$ cat src/rtl/scmd_pkg.sv
package scmd_pkg;
  localparam logic [7:0] CMD_NOP     = 8'h00;
  localparam logic [7:0] CMD_FLUSH   = 8'h01;
  localparam logic [7:0] CMD_DEVRST  = 8'h02;
  localparam logic [7:0] CMD_BUSRST  = 8'h03;
  localparam logic [7:0] CMD_DMASTOP = 8'h04;
  localparam logic [7:0] CMD_SELECT  = 8'h41;

  localparam logic [3:0] WA_FIFO  = 4'd0;
  localparam logic [3:0] WA_CMD   = 4'd1;
  localparam logic [3:0] WA_DEST  = 4'd2;
  localparam logic [3:0] WA_SELTO = 4'd3;
  localparam logic [3:0] WA_SYNC  = 4'd4;
  localparam logic [3:0] WA_CLKF  = 4'd5;
  localparam logic [3:0] WA_CFG1  = 4'd6;

  localparam logic [3:0] RA_FIFO  = 4'd0;
  localparam logic [3:0] RA_STAT  = 4'd1;
  localparam logic [3:0] RA_INT   = 4'd2;
  localparam logic [3:0] RA_STEP  = 4'd3;
  localparam logic [3:0] RA_FCNT  = 4'd4;
  localparam logic [3:0] RA_DEST  = 4'd5;
  localparam logic [3:0] RA_CFG1  = 4'd6;
  localparam logic [3:0] RA_CLKF  = 4'd7;
  localparam logic [3:0] RA_SELTO = 4'd8;
  localparam logic [3:0] RA_SYNC  = 4'd9;
  localparam logic [3:0] RA_PRE0  = 4'd10;
  localparam logic [3:0] RA_PRE1  = 4'd11;
  localparam logic [3:0] RA_PRE2  = 4'd12;

  localparam int IB_BUSRST = 7;
  localparam int IB_BADCMD = 6;
  localparam int CFG1_NOINT = 6;

  function automatic logic [23:0] preset_of(input logic [7:0] id);
    return {id, 16'h0000};
  endfunction

  function automatic logic known_cmd(input logic [7:0] c);
    return (c <= CMD_DMASTOP) || (c == CMD_SELECT);
  endfunction
endpackage

$ cat src/rtl/scmd_fifo.sv
module scmd_fifo #(
  parameter int DEPTH = 16,
  parameter int W = 8,
  localparam int AW = (DEPTH > 1) ? $clog2(DEPTH) : 1,
  localparam int CW = $clog2(DEPTH + 1)
) (
  input  logic          clk,
  input  logic          rst_n,
  input  logic          flush,
  input  logic          wipe,
  input  logic          push,
  input  logic [W-1:0]  din,
  input  logic          pop,
  output logic [W-1:0]  dout,
  output logic [CW-1:0] count,
  output logic          ovf
);
  logic [W-1:0]  mem [DEPTH];
  logic [AW-1:0] rp, wp;
  logic          full, empty, do_push, do_pop, clr;

  function automatic logic [AW-1:0] adv(input logic [AW-1:0] p);
    return (p == AW'(DEPTH - 1)) ? '0 : p + 1'b1;
  endfunction

  assign full    = (count == CW'(DEPTH));
  assign empty   = (count == '0);
  assign clr     = flush || wipe;
  assign do_push = push && !full && !clr;
  assign do_pop  = pop && !empty && !clr;
  assign dout    = empty ? '0 : mem[rp];

  always_ff @(posedge clk or negedge rst_n) begin
    if (!rst_n) begin
      rp <= '0; wp <= '0; count <= '0; ovf <= 1'b0;
    end else if (clr) begin
      rp <= '0; wp <= '0; count <= '0;
      if (wipe) ovf <= 1'b0;
    end else begin
      if (do_push) wp <= adv(wp);
      if (do_pop)  rp <= adv(rp);
      count <= count + CW'(do_push) - CW'(do_pop);
      if (push && full) ovf <= 1'b1;
    end
  end

  always_ff @(posedge clk) begin
    if (do_push) mem[wp] <= din;
  end

  a_r3_no_overflow: assert property (@(posedge clk) disable iff (!rst_n)
    count <= CW'(DEPTH));
  a_r3_full_push_flags: assert property (@(posedge clk) disable iff (!rst_n)
    (push && full && !clr) |=> ovf);
  a_r7_flush_empties: assert property (@(posedge clk) disable iff (!rst_n)
    clr |=> (count == '0));
endmodule

$ cat src/rtl/scmd_cmdq.sv
module scmd_cmdq #(
  parameter int DEPTH = 2,
  parameter int W = 8,
  localparam int CW = $clog2(DEPTH + 1)
) (
  input  logic         clk,
  input  logic         rst_n,
  input  logic         flush,
  input  logic         push,
  input  logic [W-1:0] din,
  input  logic         pop,
  output logic [W-1:0] head,
  output logic         empty
);
  logic [W-1:0]  q  [DEPTH];
  logic [W-1:0]  qn [DEPTH];
  logic [CW-1:0] cnt, tgt;
  logic          full, do_push, do_pop;

  assign full    = (cnt == CW'(DEPTH));
  assign empty   = (cnt == '0);
  assign do_push = push && !full;
  assign do_pop  = pop && !empty;
  assign tgt     = do_pop ? cnt - 1'b1 : cnt;
  assign head    = q[0];

  always_comb begin
    for (int i = 0; i < DEPTH; i++) qn[i] = q[i];
    if (do_pop)
      for (int i = 0; i < DEPTH - 1; i++) qn[i] = q[i+1];
    if (do_push)
      for (int i = 0; i < DEPTH; i++)
        if (CW'(i) == tgt) qn[i] = din;
  end

  always_ff @(posedge clk or negedge rst_n) begin
    if (!rst_n) begin
      cnt <= '0;
      for (int i = 0; i < DEPTH; i++) q[i] <= '0;
    end else if (flush) begin
      cnt <= '0;
    end else begin
      cnt <= cnt + CW'(do_push) - CW'(do_pop);
      for (int i = 0; i < DEPTH; i++) q[i] <= qn[i];
    end
  end

  a_r4_queue_bound: assert property (@(posedge clk) disable iff (!rst_n)
    cnt <= CW'(DEPTH));
  a_r4_full_drops: assert property (@(posedge clk) disable iff (!rst_n)
    (push && full && !pop && !flush) |=> (cnt == CW'(DEPTH)));
endmodule

$ cat src/rtl/scmd_rst_pulse.sv
module scmd_rst_pulse #(
  parameter int CYCLES = 2500,
  localparam int CW = $clog2(CYCLES + 1)
) (
  input  logic clk,
  input  logic rst_n,
  input  logic fire,
  input  logic clear,
  output logic active
);
  logic [CW-1:0] cnt;

  always_ff @(posedge clk or negedge rst_n) begin
    if (!rst_n)               cnt <= '0;
    else if (clear)           cnt <= '0;
    else if (fire)            cnt <= CW'(CYCLES);
    else if (cnt != '0)       cnt <= cnt - 1'b1;
  end

  assign active = (cnt != '0);

  a_r9_pulse_starts: assert property (@(posedge clk) disable iff (!rst_n)
    (fire && !clear) |=> active);
  a_r8_pulse_cut: assert property (@(posedge clk) disable iff (!rst_n)
    clear |=> !active);
endmodule

$ cat src/rtl/scsi_cmd_front.sv
module scsi_cmd_front #(
  parameter logic [7:0] CHIP_ID    = 8'h0C,
  parameter logic [7:0] CFG1_RST   = 8'h07,
  parameter int         RST_CYCLES = 2500,
  parameter int         DFIFO_DEPTH = 16,
  parameter int         CMDQ_DEPTH  = 2,
  localparam int        FCW = $clog2(DFIFO_DEPTH + 1)
) (
  input  logic       clk,
  input  logic       rst_n,
  input  logic       reg_wr,
  input  logic       reg_rd,
  input  logic [3:0] reg_addr,
  input  logic [7:0] reg_wdata,
  output logic [7:0] reg_rdata,
  output logic       irq,
  output logic       scsi_rst,
  output logic [2:0] own_id,
  output logic [2:0] dest_id,
  output logic       seq_start,
  input  logic       seq_done,
  input  logic [7:0] seq_int,
  input  logic [2:0] seq_step_in
);
  import scmd_pkg::*;

  logic [7:0] int_status, selto, sync_off, clkf, cfg1;
  logic [2:0] seq_step, dest;
  logic       blocked, busy;

  logic [7:0]     q_head, f_dout, int_set;
  logic           q_empty, cmd_wr, ex_go;
  logic           ex_nop, ex_flush, ex_devrst, ex_busrst, ex_sel, ex_bad;
  logic           int_clr, sel_fin, f_ovf;
  logic [FCW-1:0] f_count;
  logic [23:0]    preset;

  // dispatch events
  assign ex_go     = !busy && !q_empty;
  assign ex_nop    = ex_go && (q_head == CMD_NOP);
  assign ex_flush  = ex_go && (q_head == CMD_FLUSH);
  assign ex_devrst = ex_go && (q_head == CMD_DEVRST);
  assign ex_busrst = ex_go && (q_head == CMD_BUSRST);
  assign ex_sel    = ex_go && (q_head == CMD_SELECT);
  assign ex_bad    = ex_go && !known_cmd(q_head);
  assign sel_fin   = busy && seq_done;
  assign seq_start = ex_sel;

  assign cmd_wr  = reg_wr && (reg_addr == WA_CMD) && (!blocked || reg_wdata == CMD_NOP);
  assign int_clr = reg_rd && (reg_addr == RA_INT);
  assign int_set = ({8{ex_busrst && !cfg1[CFG1_NOINT]}} & (8'h1 << IB_BUSRST))
                 | ({8{ex_bad}} & (8'h1 << IB_BADCMD))
                 | ({8{sel_fin}} & seq_int);

  scmd_cmdq #(.DEPTH(CMDQ_DEPTH), .W(8)) u_cmdq (
    .clk(clk), .rst_n(rst_n), .flush(ex_devrst), .push(cmd_wr),
    .din(reg_wdata), .pop(ex_go), .head(q_head), .empty(q_empty));

  scmd_fifo #(.DEPTH(DFIFO_DEPTH), .W(8)) u_dfifo (
    .clk(clk), .rst_n(rst_n), .flush(ex_flush), .wipe(ex_devrst),
    .push(reg_wr && reg_addr == WA_FIFO), .din(reg_wdata),
    .pop(reg_rd && reg_addr == RA_FIFO), .dout(f_dout),
    .count(f_count), .ovf(f_ovf));

  scmd_rst_pulse #(.CYCLES(RST_CYCLES)) u_rstp (
    .clk(clk), .rst_n(rst_n), .fire(ex_busrst), .clear(ex_devrst), .active(scsi_rst));

  always_ff @(posedge clk or negedge rst_n) begin
    if (!rst_n) begin
      int_status <= '0; seq_step <= '0; blocked <= 1'b1; busy <= 1'b0;
      dest <= '0; selto <= '0; sync_off <= '0; clkf <= 8'd2; cfg1 <= CFG1_RST;
    end else if (ex_devrst) begin
      int_status <= '0; seq_step <= '0; blocked <= 1'b1; busy <= 1'b0;
      dest <= '0; selto <= '0; sync_off <= '0; clkf <= 8'd2; cfg1 <= CFG1_RST;
    end else begin
      int_status <= (int_clr ? 8'h00 : int_status) | int_set;
      if (sel_fin)      seq_step <= seq_step_in;
      else if (int_clr) seq_step <= '0;
      if (ex_nop) blocked <= 1'b0;
      if (ex_sel) busy <= 1'b1;
      else if (sel_fin) busy <= 1'b0;
      if (reg_wr) begin
        case (reg_addr)
          WA_DEST:  dest     <= reg_wdata[2:0];
          WA_SELTO: selto    <= reg_wdata;
          WA_SYNC:  sync_off <= reg_wdata;
          WA_CLKF:  clkf     <= reg_wdata;
          WA_CFG1:  cfg1     <= reg_wdata;
          default: ;
        endcase
      end
    end
  end

  assign preset  = preset_of(CHIP_ID);
  assign irq     = (int_status != 8'h00);
  assign own_id  = cfg1[2:0];
  assign dest_id = dest;

  always_comb begin
    case (reg_addr)
      RA_FIFO:  reg_rdata = f_dout;
      RA_STAT:  reg_rdata = {1'b0, f_ovf, 6'b0};
      RA_INT:   reg_rdata = int_status;
      RA_STEP:  reg_rdata = {5'b0, seq_step};
      RA_FCNT:  reg_rdata = 8'(f_count);
      RA_DEST:  reg_rdata = {5'b0, dest};
      RA_CFG1:  reg_rdata = cfg1;
      RA_CLKF:  reg_rdata = clkf;
      RA_SELTO: reg_rdata = selto;
      RA_SYNC:  reg_rdata = sync_off;
      RA_PRE0:  reg_rdata = preset[7:0];
      RA_PRE1:  reg_rdata = preset[15:8];
      RA_PRE2:  reg_rdata = preset[23:16];
      default:  reg_rdata = 8'h00;
    endcase
  end

  a_r10_start_single: assert property (@(posedge clk) disable iff (!rst_n)
    seq_start |=> !seq_start);
  a_r6_badcmd_flag: assert property (@(posedge clk) disable iff (!rst_n)
    ex_bad |=> int_status[IB_BADCMD]);
  a_r11_read_clears: assert property (@(posedge clk) disable iff (!rst_n)
    (int_clr && int_set == 8'h00) |=> !irq);
  a_r5_block_holds: assert property (@(posedge clk) disable iff (!rst_n)
    (blocked && !ex_nop && !ex_devrst) |=> blocked);
endmodule

$ cat config.mk
export PLATFORM = sky130hd
export DESIGN_NAME = scsi_cmd_front
export DESIGN_NICKNAME = d
export VERILOG_FILES = /design/src/rtl/scmd_pkg.sv /design/src/rtl/scmd_fifo.sv /design/src/rtl/scmd_cmdq.sv /design/src/rtl/scmd_rst_pulse.sv /design/src/rtl/scsi_cmd_front.sv
export SDC_FILE = /design/constraint.sdc
export NUM_CORES = 1
export LEC_CHECK = 0
export BUFFER_PORTS_ARGS = -buffer_cell sky130_fd_sc_hd__buf_2
export CAP_MARGIN = 10
export CORE_AREA = 5 5 150 152
export CTS_CLUSTER_DIAMETER = 40
export DETAILED_ROUTE_END_ITERATION = 6
export DIE_AREA = 0 0 155 157
export GPL_ROUTABILITY_DRIVEN = 0
export GPL_TIMING_DRIVEN = 0
export PLACE_DENSITY = 0.75
export SYNTH_ARGS = -nofsm -noshare
export SYNTH_HDL_FRONTEND = slang
export SYNTH_SLANG_ARGS = --single-unit
$ cat constraint.sdc
create_clock -name clk -period 4.2 [get_ports clk]
set_clock_uncertainty 0.15 [all_clocks]
set_input_delay 0.21 -clock clk [delete_from_list [all_inputs] [get_ports clk]]
set_output_delay 0.21 -clock clk [all_outputs]
set_load 0.05 [all_outputs]
== After elaboration in Yosys (flattened, before gate mapping) ==
Memories as Yosys holds them, arrays and structs flattened.
Index checks and enable logic that the tools add are counted.
W data, S select, Z words.
Operators by class
  bitwise logic cells: 5
  reduce and logical (&&, ||, !) cells: 61
  equal/unequal tests: 20
  order comparisons: 1
  add/subtract/negate cells: 8
  muxes and demuxes: 48
Operators with widths (count)
  $mux W8: 18
  $pmux W8 S11: 1
  $mux W12: 3
  $mux W4: 6
  $logic_and A1 B1 Y1: 21
  $eq A4 B4 Y1 const B: 5
  $reduce_bool A2 Y1: 10
  $mux W3: 6
  $eq A4 B3 Y1 const B: 4
  $eq A8 B2 Y1 const B: 2
  $logic_not A8 Y1: 2
  $mux W16: 1
  $or A8 B8 Y8: 2
  $reduce_and A2 Y1: 6
  $reduce_bool A12 Y1: 1
  $sub A12 B1 Y12 const B: 1
  $mux W1: 10
  $logic_not A1 Y1: 9
  $reduce_bool A3 Y1: 3
  $add A4 B1 Y4 const B: 2
  $and A8 B8 Y8: 1
  $eq A4 B2 Y1 const B: 2
  $eq A8 B1 Y1 const B: 1
  $eq A8 B7 Y1 const B: 1
  21 further kinds: 25
Word-level totals
  input port bits: 28
  register bits after elaboration: 92
  bits in writable memories: 128
  memories: 1
  logic and storage cells: 161
Memories
  u_dfifo.mem: words 16, bits a word 8, read ports 1, clocked after Yosys merged registers in 0, write ports 1, line scmd_fifo.sv:18  | logic [W-1:0] mem [DEPTH];

== Longest topological paths before layout ==
  depth after elaboration: 10
  gate-level depth with buffers: 16
  mapped depth without buffers: 16

== Cells and area by module ==
Synthesis repeated with hierarchy kept, for this count alone.
Unflattened totals
  cell total of the unflattened synthesis: 739
  area total of the unflattened synthesis: 10262.3 um2
By module, submodules not included
  scmd_fifo: seq. area each 4194.0 um2, area an instance 5854.4 um2, cells each 312, times used 1
  scsi_cmd_front: seq. area each 1207.4 um2, area an instance 2786.4 um2, cells each 280, times used 1
  scmd_cmdq: seq. area each 450.4 um2, area an instance 930.9 um2, cells each 76, times used 1
  scmd_rst_pulse: seq. area each 300.3 um2, area an instance 690.7 um2, cells each 71, times used 1

== Least setup slack after synthesis ==
OpenSTA, ideal clock, no wires.
  path type: register -> register
  start point: register u_cmdq.cnt[1]
  end point: register u_dfifo.count[4]
  data required time: 3.972 ns
  data arrival time: 3.144 ns
  path slack: 0.828 ns
  stages on the path, launching flop included: 17
  path through: dfrtp_1 inv_1 ha_1 or3_1 nor4_4 clkbuf_1 nor2_1 ha_1 inv_1 ha_1 inv_1 fa_1 inv_1 a21oi_1 nor2_1 or3_1 a21oi_1
Between the ends
  cells in the longest elaborated chain, start to end: 10
  elaborated cells on any way between the ends: 12
RTL lines
  start, declared: line scmd_cmdq.sv:17  | logic [CW-1:0] cnt, tgt;
  start signal, assigned: line scmd_cmdq.sv:43  | cnt <= cnt + CW'(do_push) - CW'(do_pop);
  $logic_not A2 Y1 *: line scmd_cmdq.sv:21  | assign empty = (cnt == '0);
  $logic_not A1 Y1 *: line scsi_cmd_front.sv:39  | assign ex_go = !busy && !q_empty;
  $logic_and A1 B1 Y1 *: line scsi_cmd_front.sv:39
  $logic_and A1 B1 Y1, on equally long branches: line scsi_cmd_front.sv:41, scsi_cmd_front.sv:42
  $logic_or A1 B1 Y1 *: line scmd_fifo.sv:28  | assign clr = flush || wipe;
  $logic_not A1 Y1: line scmd_fifo.sv:29, scmd_fifo.sv:30
  $logic_and A1 B1 Y1: line scmd_fifo.sv:29  | assign do_push = push && !full && !clr;
  $add A5 B1 Y5: line scmd_fifo.sv:42  | count <= count + CW'(do_push) - CW'(do_pop);
  $sub A5 B1 Y5: line scmd_fifo.sv:42
  $mux W5 *: line scmd_fifo.sv:36  | end else if (clr) begin
  end signal, assigned: line scmd_fifo.sv:42
  end, declared: line scmd_fifo.sv:15  | output logic [CW-1:0] count,
Mark *: on every way between the ends. The rest lies on a longest branch, timed or not.
A chain may end at the register's enable or synchronous reset.

== Worst setup path after layout ==
Same ends and word-level chain as after synthesis.

==> metrics <==
Crit-path slowest cell=nor4_4; P_leak=4.81 nW; CTS buffer count=34; critical path cell sequence=inv_1 > ha_1 > or3_1 > nor4_4 > clkbuf_1 > nor2_1 > ha_1 > inv_1 > ha_1 > inv_1 > fa_1 > inv_1 > a21oi_1 > nor2_1 > or3_1 > a21oi_1; core footprint=20,900 µm²; drt wl/cell=21.3 µm; vias in the first global route=approximately 6,800; hold_buf cts=19; GRT Overall Usage=20.7%; CTS tree=built; synth top area cells=edfxtp_1, dfrtp_1, mux4_2, mux2i_1, nor2_1; DR iter-0 viols=694; Worst-path clk slew=roughly 0.060 ns; Reg area=6150 µm²; Max Freq=253 MHz; Setup CP Type=reg -> reg; Commonest cells post-synth=edfxtp_1, dfrtp_1, nor2_1; Initial Utilization=48.4%; Worst IR Drop VDD=around 0.45 mV; Syn Inst Count=743; Max-slew headroom=a little over a fifth; PwrDens=about 630 nW/µm²; die footprint=24,300 µm²; grt ovf=0; CP required=between 4 and 5 ns; TritonRoute pass-1 iters=7; area leader, netlist=edfxtp_1; Netlist cell types=65; Async SR Flop Fraction=between 40% and 50%; Hold WS=0.0505 ns; Setup Viol. Count Final=0; DRC=0; fin. max-slew vios=0; final worst-path cycle share=94.0%; Tightest Pin Transition=between 1 and 1.5 ns; post-DR vias/cell=about 5.8; Core Util, Final=57.8%; #FFs+latches synth=220; status=complete, no violations; HP Class=in -> reg; die width=155 µm; post-synthesis sequential area ratio=60.9%; Worst Path Arrival=roughly 4.2 ns; Routed WL=approximately 24,000 µm; area grow syn2layout=19.5%; # Post-CTS Setup Buffers=0; max-cap viol count=0; WP buf/inv=5; proportion of layout cells with a drive suffix above 1=between 20% and 30%; multi-input logic area=3660 µm²; total number of vias=~6,700; io pins=45; Net Count, Synth=788; clock sink count=between 200 and 250; Worst setup EP type=register; Mapped Area=10,100 µm²; Hold Vio Cnt, Final=0; nets=between 800 and 900; diode count=0; Die Height=between 150 and 200 µm; cell with the most instances after synthesis=edfxtp_1; CP Launch Type=register; Antenna Nets Post-Route=0; Bufs on Longest Clock Path=3; port bufs=43; Yosys top cell area share=between 30% and 40%; kind of cell adding the most delay to the critical path=simple AND/OR/NAND/NOR gates; Avg Synthesized Cell Area=13.6 µm²; CP peak stage delay=around 0.52 ns; worst-path fanout max=10; count of synthesis-stage warnings from yosys=0; pin count of the biggest net entering global routing=55; Detailed Place HPWL=15,600 µm; initial antenna violation count=0; Rows=53; min Tclk post-route=3.95 ns; Post-synth EDFFs=~130; CP dominant cell by count=inv_1; first-pass GRT wire length=just under 40,000 µm; RSZ-0062 raised after global routing=false; FILL cells=1,605; Root Driver=clkbuf_16; Resize count post-CTS=0; Skew-Pair Late Insertion Delay=0.50 ns; Synth Flop Type=edfxtp_1; H-Tree Depth=2; TNS Setup=0 ns
==> state kept, by name, summed over array words and instances (netlist names), 2 cells and up <==
signal and flops:
u_rstp.cnt 12, cfg1 8, sync_off 8, u_cmdq.head 8
dest_id 3, int_status 8, u_cmdq.cnt 2, selto 8
u_dfifo.count 5, u_cmdq.q 8, u_dfifo.rp 4, clkf 8
seq_step 3, u_dfifo.wp 4, u_dfifo.mem 128
==> layout make-up <==
| cell class | count | area share (%) |
|---|---|---|
| Buffer | 43 | 1.77 |
| Clock buffer | 43 | 7.94 |
| Clock inverter | 19 | 1.52 |
| Inverter | 26 | 0.808 |
| Multi-Input combinational cell | 454 | 30.3 |
| Sequential cell | 220 | 51.0 |
| Tap cell | 275 | 2.85 |
| Timing Repair Buffer | 67 | 3.79 |
==> layout by cell type, fill, tap and decap left out, drive strengths merged, types with 5 or more instances in the layout <==
master	n
o21ai	25
and2	15
dfstp	5
edfxtp	128
xor2	9
ha	16
mux2	18
mux2i	62
xnor2	8
nor4	16
nor2	69
dlygate4sd3	19
buf	74
nor2b	10
nand3	18
nor3b	5
clkbuf	60
a211oi	7
a22oi	8
nand2	47
a21oi	23
a22o	9
clkinv	8
mux4	28
inv	31
dfrtp	87
a221oi	9
==> through the flow <==
step,area (µm²),setup slack (ns),power [mW],instances
detailed placement,10700,0.309,4.86,1066
CTS,12100,0.251,7.69,1147
finish,12100,0.251,7.65,1147
global placement,10700,0.321,4.80,1061
floorplan,10100,0.828,4.35,743
global route,12100,0.0187,8.03,1147
==> cell families (layout without fill, tap and decap cells) <==
family	after synthesis	count (layout)	share of synthesized area, %
simple gates	209	209	10.9
flops	220	220	60.9
mux	108	108	14.4
xor+xnor	17	17	1.47
fa+ha+maj	17	17	2.18
buf+inv	69	198	3.08
compound gates	103	103	7.08
==> path summary, 6_finish.rpt <==
| kind | start | end | slack [ns] | cells past startpoint |
|---|---|---|---|---|
| max | u_cmdq.cnt[1] | u_dfifo.count[4] | 0.25 | 16 |
| min | reg_wdata[5] | u_dfifo.mem[3][5] | 0.05 | 1 |
| max reg2reg | u_cmdq.cnt[1] | u_dfifo.count[4] | 0.25 | 16 |
| min reg2reg | u_cmdq.q[2] | u_cmdq.q[2] | 0.34 | 1 |
| max in group asynchronous | rst_n | cfg1[1] | 3.03 | 3 |
| min in group asynchronous | rst_n | u_rstp.cnt[1] | 0.15 | 2 |
==> power breakdown <==
group | switching, mW | leakage [nW] | internal [mW] | total (mW)
logic | 1.09 | 1.92 | 0.804 | 1.89
clock network | 1.02 | 0.554 | 1.76 | 2.79
registers | 0.293 | 2.34 | 2.67 | 2.97
total | 2.41 | 4.81 | 5.24 | 7.65
==> metal layers <==
layer	track usage, %	share of wire, %
met5	0	0
met4	6.98	3.0
met3	4.56	7.0
met2	34.2	48
met1	27.4	42
(Power assumes the default switching activity.)
